--- src/rtl/rrs_pkg.sv ---
package rrs_pkg;

    // Per-cycle flow decision shared between the control and storage logic.
    typedef struct packed {
        logic push;   // word written into the buffer this cycle
        logic pop;    // head word consumed this cycle
        logic drop;   // word presented but discarded this cycle
    } flow_t;

endpackage

--- src/rtl/rrs_gain.sv ---
module rrs_gain #(
    parameter int unsigned IN_W  = 8,
    parameter int unsigned OUT_W = 12,
    parameter int unsigned GAIN  = 3
) (
    input  logic [IN_W-1:0]  din,
    output logic [OUT_W-1:0] dout
);

    always_comb begin
        dout = OUT_W'(din) * OUT_W'(GAIN);
    end

endmodule

--- src/rtl/rrs_flow_ctrl.sv ---
module rrs_flow_ctrl
    import rrs_pkg::*;
#(
    parameter int unsigned DEPTH = 4,
    parameter int unsigned LW    = 3
) (
    input  logic          clk,
    input  logic          rst,
    input  logic          in_valid,
    input  logic          out_ready,
    input  logic [LW-1:0] level,
    output flow_t         flow,
    output logic          in_ready
);

    localparam logic [LW-1:0] FULL_LVL  = LW'(DEPTH);
    localparam logic [LW:0]   RDY_LIMIT = (LW+1)'(DEPTH - 2);

    typedef struct packed {
        logic rdy;
    } ctl_t;

    ctl_t        ctl_d, ctl_q;
    logic        room;
    logic [LW:0] lvl_next;

    always_comb begin
        flow.pop  = (level != '0) && out_ready;
        room      = (level != FULL_LVL) || flow.pop;
        flow.push = in_valid && room;
        flow.drop = in_valid && !room;

        lvl_next  = {1'b0, level} + (LW+1)'(flow.push) - (LW+1)'(flow.pop);

        ctl_d     = ctl_q;
        ctl_d.rdy = (lvl_next <= RDY_LIMIT);
        if (rst) begin
            ctl_d.rdy = 1'b0;
        end
    end

    always_ff @(posedge clk) begin
        ctl_q <= ctl_d;
    end

    assign in_ready = ctl_q.rdy;

endmodule

--- src/rtl/rrs_buffer.sv ---
module rrs_buffer #(
    parameter int unsigned W     = 12,
    parameter int unsigned DEPTH = 4,
    parameter int unsigned LW    = 3
) (
    input  logic          clk,
    input  logic          rst,
    input  logic          push,
    input  logic          pop,
    input  logic [W-1:0]  wdata,
    output logic [W-1:0]  rdata,
    output logic [LW-1:0] level
);

    localparam int unsigned AW = (DEPTH > 1) ? $clog2(DEPTH) : 1;
    localparam logic [AW-1:0] LAST = AW'(DEPTH - 1);

    typedef struct packed {
        logic [AW-1:0] wr;
        logic [AW-1:0] rd;
        logic [LW-1:0] lvl;
    } ptr_t;

    ptr_t         ptr_d, ptr_q;
    logic [W-1:0] mem_q [DEPTH];

    always_comb begin
        ptr_d = ptr_q;
        if (push) begin
            ptr_d.wr = (ptr_q.wr == LAST) ? '0 : ptr_q.wr + 1'b1;
        end
        if (pop) begin
            ptr_d.rd = (ptr_q.rd == LAST) ? '0 : ptr_q.rd + 1'b1;
        end
        ptr_d.lvl = ptr_q.lvl + LW'(push) - LW'(pop);
        if (rst) begin
            ptr_d = '0;
        end
    end

    always_ff @(posedge clk) begin
        ptr_q <= ptr_d;
    end

    always_ff @(posedge clk) begin
        if (push && !rst) begin
            mem_q[ptr_q.wr] <= wdata;
        end
    end

    assign rdata = mem_q[ptr_q.rd];
    assign level = ptr_q.lvl;

endmodule

--- src/rtl/rrs_drop_counter.sv ---
module rrs_drop_counter #(
    parameter int unsigned CW = 4
) (
    input  logic          clk,
    input  logic          rst,
    input  logic          drop,
    output logic [CW-1:0] count,
    output logic          flag
);

    typedef struct packed {
        logic [CW-1:0] cnt;
        logic          ovf;
    } drp_t;

    drp_t drp_d, drp_q;

    always_comb begin
        drp_d = drp_q;
        if (drop) begin
            drp_d.ovf = 1'b1;
            if (drp_q.cnt != '1) begin
                drp_d.cnt = drp_q.cnt + 1'b1;
            end
        end
        if (rst) begin
            drp_d = '0;
        end
    end

    always_ff @(posedge clk) begin
        drp_q <= drp_d;
    end

    assign count = drp_q.cnt;
    assign flag  = drp_q.ovf;

endmodule

--- src/rtl/rrs_stage.sv ---
module rrs_stage
    import rrs_pkg::*;
#(
    parameter int unsigned IN_W  = 8,
    parameter int unsigned OUT_W = 12,
    parameter int unsigned GAIN  = 3,
    parameter int unsigned DEPTH = 4,
    parameter int unsigned CNT_W = 4
) (
    input  logic             clk,
    input  logic             rst,
    input  logic [IN_W-1:0]  in_data,
    input  logic             in_valid,
    output logic             in_ready,
    output logic [OUT_W-1:0] out_data,
    output logic             out_valid,
    input  logic             out_ready,
    output logic             ovf_flag,
    output logic [CNT_W-1:0] drop_count
);

    localparam int unsigned LW = $clog2(DEPTH + 1);

    flow_t            flow;
    logic [OUT_W-1:0] scaled;
    logic [LW-1:0]    buf_level;
    logic             drop_evt;

    rrs_gain #(.IN_W(IN_W), .OUT_W(OUT_W), .GAIN(GAIN)) u_gain (
        .din  (in_data),
        .dout (scaled)
    );

    rrs_flow_ctrl #(.DEPTH(DEPTH), .LW(LW)) u_ctl (
        .clk       (clk),
        .rst       (rst),
        .in_valid  (in_valid),
        .out_ready (out_ready),
        .level     (buf_level),
        .flow      (flow),
        .in_ready  (in_ready)
    );

    rrs_buffer #(.W(OUT_W), .DEPTH(DEPTH), .LW(LW)) u_buf (
        .clk   (clk),
        .rst   (rst),
        .push  (flow.push),
        .pop   (flow.pop),
        .wdata (scaled),
        .rdata (out_data),
        .level (buf_level)
    );

    assign drop_evt = flow.drop;

    rrs_drop_counter #(.CW(CNT_W)) u_drop (
        .clk   (clk),
        .rst   (rst),
        .drop  (drop_evt),
        .count (drop_count),
        .flag  (ovf_flag)
    );

    assign out_valid = (buf_level != '0);

endmodule

--- config.mk ---
export PLATFORM = sky130hd
export DESIGN_NAME = rrs_stage
export DESIGN_NICKNAME = d
export VERILOG_FILES = /design/src/rtl/rrs_pkg.sv /design/src/rtl/rrs_gain.sv /design/src/rtl/rrs_flow_ctrl.sv /design/src/rtl/rrs_buffer.sv /design/src/rtl/rrs_drop_counter.sv /design/src/rtl/rrs_stage.sv
export SDC_FILE = /design/constraint.sdc
export NUM_CORES = 1
export LEC_CHECK = 0
export BUFFER_PORTS_ARGS = -buffer_cell sky130_fd_sc_hd__buf_2
export CAP_MARGIN = 20
export CORE_ASPECT_RATIO = 1.1
export CORE_MARGIN = 10
export CORE_UTILIZATION = 57
export DETAILED_ROUTE_END_ITERATION = 6
export PLACE_DENSITY = 0.78
export RECOVER_POWER = 100
export SETUP_SLACK_MARGIN = 0.4
export SYNTH_ARGS = -nofsm -noshare
export SYNTH_HDL_FRONTEND = slang
export SYNTH_SLANG_ARGS = --single-unit
--- constraint.sdc ---
create_clock -name clk -period 3.3 [get_ports clk]
set_input_delay 0.495 -clock clk [delete_from_list [all_inputs] [get_ports clk]]
set_output_delay 0.495 -clock clk [all_outputs]
set_load 0.05 [all_outputs]
Word-level counts from Yosys, hierarchy flattened
Memories as Yosys holds them, arrays and structs flattened. A register that Yosys moved wholly into a read port is not among the register bits.
Cells that the tools add are included.
{ "word_totals": {"mem_count": 1, "out_inout_bits": 19, "register_bits": 13, "in_bits": 12, "ramBits": 40} }
{ "memory_table": {"columns": ["name", "words", "width", "rd", "rd_ports_with_merged_regs", "write_ports", "line", "rtl"], "rows": [
  ["u_buf.mem_q", 4, 10, 1, 1, 1, "rrs_buffer.sv:25", "logic [W-1:0] mem_q [DEPTH];"]
]} }
{ "op_classes": {"n_reduce_logical": 9, "mul": 1, "magnitude_cmp": 1, "addsub": 7, "n_eq_ne": 4, "n_mux": 6} }
{ "op_table": {"columns": ["op", "n"], "rows": [
  ["multiplier 8 x 2 -> 10 bit (second input constant)", 1],
  ["two-way mux 2 bit", 4],
  ["adder 2 x 1 -> 2 bit (second input constant)", 2],
  ["adder 3 x 1 -> 4 bit", 1],
  ["adder 4 x 1 -> 4 bit (second input constant)", 1],
  ["== test 2 bit (second input constant)", 2],
  ["less-or-equal comparator 4 x 2 -> 1 bit (second input constant)", 1],
  ["logical AND 1 bit", 4],
  ["!= test 4 bit (second input constant)", 1],
  ["subtractor 4 x 1 -> 4 bit", 1],
  ["adder 3 x 1 -> 3 bit", 1],
  ["!= test 3 bit (second input constant)", 1],
  ["nonzero test 3 bit", 1],
  ["subtractor 3 x 1 -> 3 bit", 1],
  ["zero test 1 bit", 2],
  ["two-way mux 1 bit", 2],
  ["AND reduction 2 bit", 1],
  ["logical OR 1 bit", 1]
]} }

Longest topological paths before layout
{ "depth": {"ltp_word": 7, "mapped_depth": 8, "depth_no_buf": 8} }

Cells and area by module
Synthesis repeated with hierarchy kept, for this count alone.
{ "hier_totals": {"hier_cells": 200, "area_unflattened_um2": 3005.4} }
{ "by_module_without_submodules": {"columns": ["module", "instances", "cells_per_inst", "area_per_inst_um2", "seq_area_each_um2"], "rows": [
  ["rrs_buffer", 1, 106, 2199.6, 1621.6],
  ["rrs_gain", 1, 46, 371.6, 0.0],
  ["rrs_drop_counter", 1, 23, 235.2, 100.1],
  ["rrs_flow_ctrl", 1, 24, 192.7, 20.0],
  ["rrs_stage", 1, 1, 6.3, 0.0]
]} }

Worst setup path before layout
Ideal clock, no wire load.
{ "synth_timing": {"path_kind": "reg2reg", "start": "reg u_buf.ptr_q, in the netlist u_buf.level[1]", "end": "reg u_ctl.ctl_q (netlist: u_ctl.in_ready)", "setup_ns": 0.115, "path_slack_ns": 0.790, "arrival_ns": 2.396, "required_time_ns": 3.185, "path_stages_with_launch": 9, "n_path_buf": 0, "cell_sequence": "dfxtp_1 or3_2 nand2_1 mux2i_1 ha_1 inv_1 fa_1 inv_1 a2111oi_0"} }
{ "synth_between": {"elab_chain_len": 7, "word_cells_on_any_way": 8, "cone_classes": "add/sub: 2; order compare: 1; eq/ne: 1; reduce/logical: 4"} }
{ "synth_rtl": {"columns": ["element", "line", "rtl"], "rows": [
  ["start: declaration", "rrs_buffer.sv:24", "ptr_t ptr_d, ptr_q;"],
  ["start signal: assignment", "rrs_buffer.sv:42", "ptr_q <= ptr_d;"],
  ["nonzero test 3 bit (*)", null, null],
  ["named net out_valid", "rrs_stage.sv:16", "output logic out_valid,"],
  ["logical AND 1 bit (*)", "rrs_flow_ctrl.sv:28", "flow.pop = (level != '0) && out_ready;"],
  ["logical OR 1 bit", "rrs_flow_ctrl.sv:29", "room = (level != FULL_LVL) || flow.pop;"],
  ["logical AND 1 bit", "rrs_flow_ctrl.sv:30", "flow.push = in_valid && room;"],
  ["adder 3 x 1 -> 4 bit", "rrs_flow_ctrl.sv:33", "lvl_next = {1'b0, level} + (LW+1)'(flow.push) - (LW+1)'(flow.pop);"],
  ["subtractor 4 x 1 -> 4 bit (*)", "rrs_flow_ctrl.sv:33", null],
  ["less-or-equal comparator 4 x 2 -> 1 bit (*)", "rrs_flow_ctrl.sv:36", "ctl_d.rdy = (lvl_next <= RDY_LIMIT);"],
  ["end signal: assignment", "rrs_flow_ctrl.sv:43", "ctl_q <= ctl_d;"],
  ["end: declaration", "rrs_flow_ctrl.sv:23", "ctl_t ctl_d, ctl_q;"]
]} }
Mark *: on every way through the listed nets, which the timed path passes. The rest lies on a longest branch.
A chain may end at the register's enable or synchronous reset.

Final worst setup path
{ "layout_timing": {"start": "reg u_buf.ptr_q, in the netlist u_buf.level[1]", "end": "reg u_ctl.ctl_q (netlist: u_ctl.in_ready)"} }
{ "layout_between": {"elab_chain_len": 7, "word_cells_on_any_way": 8, "cone_classes": "add/sub: 2; order compare: 1; eq/ne: 1; reduce/logical: 4"} }
{ "layout_rtl": {"columns": ["element", "line"], "rows": [
  ["nonzero test 3 bit", "rrs_flow_ctrl.sv:28"],
  ["logical AND 1 bit", "rrs_flow_ctrl.sv:28"],
  ["logical OR 1 bit", "rrs_flow_ctrl.sv:29"],
  ["logical AND 1 bit", "rrs_flow_ctrl.sv:30"],
  ["adder 3 x 1 -> 4 bit", "rrs_flow_ctrl.sv:33"],
  ["subtractor 4 x 1 -> 4 bit (*)", "rrs_flow_ctrl.sv:33"],
  ["less-or-equal comparator 4 x 2 -> 1 bit (*)", "rrs_flow_ctrl.sv:36"]
]} }
Mark *: on every way between the ends. The rest lies on a longest branch, timed or not.

==> flow_summary.json <==
{
  "grtUsageTotal_pct": 12.40,
  "io_pins": 31,
  "grt_first_pass_wirelength_um": 7465,
  "path_buf_inv": 2,
  "p_leak_nw": 1.027,
  "path_clk_slew_ps": 90,
  "worst_pin_slew_ps": 773.4,
  "worstPathRequired_ps": 3490,
  "syn-cell-area_um2": 2539,
  "cts_buffers": 5,
  "rsz0062_at_grt": "no",
  "postSynth.asyncResetShare_pct": 0,
  "path_delay_family": "adder cells",
  "ys_types": 40,
  "viasPerCell": 5.614,
  "crit_fanout": 5,
  "yosys_warnings": 0,
  "worst_skew_pair.late_latency_ps": 310,
  "synth-edff-count": 40,
  "drc": 0,
  "hp-class": "flip-flop to flip-flop",
  "first_pass_iters": 5,
  "hold_ws_ps": 475.4,
  "clock_path_buffers": 2,
  "ctsResizeCount": 0,
  "cts_num_sinks": 55,
  "ys_ff_latch": 55,
  "cts_tree": "yes",
  "p_per_area_nw_per_um2": 680.3,
  "clock_skew_ps": 5.383,
  "ys_seq_area_share_pct": 59.14,
  "end_kind": "flip-flop",
  "fin_crit_ps": 2551,
  "area.growth.synth_to_final_pct": 10.40,
  "grt_overflow": 0,
  "grt_max_degree": 17,
  "status": "finished, final reports clean",
  "num_antenna_cells": 0,
  "place_congestion": 0.7804,
  "ctsHoldBuffers": 0,
  "synth.avg_cell_area_um2": 14.03,
  "root_buffer": "clkbuf_8",
  "design.die.area_um2": 7526,
  "die_w_um": 83.63,
  "drtAntennaViolNets": 0,
  "ys.flop_type": "edfxtp_1",
  "synthCells": 181,
  "hold_viol": 0,
  "p_total_mw": 1.907,
  "final_core_util_pct": 64.93,
  "wire_per_inst_um": 16.65,
  "routed_wl_um": 4446,
  "max_freq_ghz": 0.3919,
  "place_ws_ps": 660.0,
  "drive_gt1_share_pct": 14.08,
  "initial_utilization_pct": 58.81,
  "io_buffers": 28,
  "die_y_um": 90.00,
  "num_rows": 25,
  "path_cells": "or3_2, nand2_1, mux2i_1, ha_1, inv_1, fa_1, inv_1, a2111oi_0",
  "worstSetupStartpointType": "flip-flop",
  "initialDrtViolationCount": 74,
  "min_period_over_period_pct": 77.31,
  "fin_ws_ps": 748.6,
  "coreArea_um2": 4317,
  "grt_pass1_vias": 1563,
  "htreeDepth": 2,
  "vias": 1499,
  "post_cts_buffers": 0,
  "drv_cap": 0,
  "grt_antenna_before_repair": 0,
  "setup_violations": 0,
  "fin_setup_tns_ps": 0,
  "peakVddDrop_mv": 0.2840,
  "critPathKind": "flip-flop to flip-flop",
  "fin_nets": 244,
  "critPathMaxStageDelay_ps": 520,
  "slew_headroom_pct": 48.41,
  "drv_slew": 0,
  "crit_top_cell": "inv_1",
  "cpMaxStageDelayCell": "fa_1",
  "dp_hpwl_um": 3335,
  "arrival_ps": 2740
}
-- cells in the final DEF, fill, tap and decap left out, drive strengths merged, types with 3 or more instances in the layout --
master / synthesis / layout
edfxtp: 40 / 40
clkbuf: 1 / 26
ha: 18 / 18
inv: 15 / 15
dfxtp: 15 / 15
nor2: 13 / 13
a21oi: 10 / 10
mux4: 10 / 10
buf: 4 / 9
xnor2: 6 / 6
nand2: 6 / 6
and2: 5 / 5
nor2b: 4 / 4
nor3: 4 / 4
nand3: 4 / 4
o21ai: 3 / 3
-- sequential cells by signal, summed over array words and instances, names as in the netlist, named ones only --
name            count
u_drop.count        4
u_buf.level         3
u_drop.flag         1
u_buf.mem_q        40
u_buf.ptr_q         4
u_ctl.in_ready      1
-- metal layers --
metal  track usage (%)  wire length (um)  vias up
li1                  -                 -      724
met1             13.46              1874      733
met2             21.68              2312       34
met3             3.159               150        8
met4             6.285               109        0
met5                 0                 0        -
-- cell usage after synthesis (all sizes together), types with 2 or more instances --
| master | count | area (um^2) |
|---|---|---|
| mux2i | 2 | 20.02 |
| nand2 | 6 | 30.03 |
| nand3 | 4 | 20.02 |
| fa | 2 | 40.04 |
| buf | 4 | 23.76 |
| nor2 | 13 | 48.80 |
| mux4 | 10 | 225.2 |
| o21ai | 3 | 15.01 |
| a21oi | 10 | 50.05 |
| ha | 18 | 225.2 |
| or3 | 2 | 13.77 |
| xnor2 | 6 | 52.55 |
| nor3 | 4 | 20.02 |
| a21boi | 2 | 15.01 |
| edfxtp | 40 | 1201 |
| inv | 15 | 56.30 |
| dfxtp | 15 | 300.3 |
| and2 | 5 | 33.78 |
| nor2b | 4 | 25.02 |
-- metrics by stage --
| step | instance area [um^2] | instances |
|---|---|---|
| finish | 2803 | 267 |
| global placement | 2723 | 259 |
| floorplan | 2542 | 182 |
| detailed placement | 2723 | 259 |
| global route | 2803 | 267 |
| CTS | 2835 | 267 |
-- layout make-up --
class | count | area [um^2]
Sequential cell | 55 | 1501
Clock buffer | 7 | 107.6
Multi-Input combinational cell | 107 | 948.4
Timing Repair Buffer | 28 | 116.4
Tap cell | 54 | 67.56
Inverter | 15 | 56.30
Clock inverter | 1 | 5.005
Fill cell | 339 | 1514
-- path summary, 6_finish.rpt --
check                 startpoint        endpoint  depth (start not counted)  slack, ps
setup reg to reg  u_buf.level[1]  u_ctl.in_ready                          8        750
hold / removal       u_drop.flag     u_drop.flag                          2        480
setup / recovery  u_buf.level[1]  u_ctl.in_ready                          8        750
hold reg to reg      u_drop.flag     u_drop.flag                          2        480
-- worst reg2reg max path: stages, from the launching register on --
cell	delay, ps
dfxtp_1	380
or3_2	490
nand2_1	170
mux2i_1	220
ha_1	190
inv_1	50
fa_1	520
inv_1	50
a2111oi_0	360
-- kinds of logic after synthesis --
family / after synthesis / synth area share (%)
AND/OR/NAND/NOR: 44 / 9.562
adder cells (fa/ha/maj): 20 / 10.45
XOR/XNOR: 7 / 2.415
buffers and inverters: 20 / 3.301
flip-flops: 55 / 59.14
other: 1 / 0.1477
multiplexers: 12 / 9.660
AO/OA/AOI/OAI: 22 / 5.323
-- where the power goes --
group	internal (mW)	switching, mW
registers	0.816	0.0605
clock network	0.215	0.207
logic	0.212	0.396
Power figures use the tool's default switching activity.
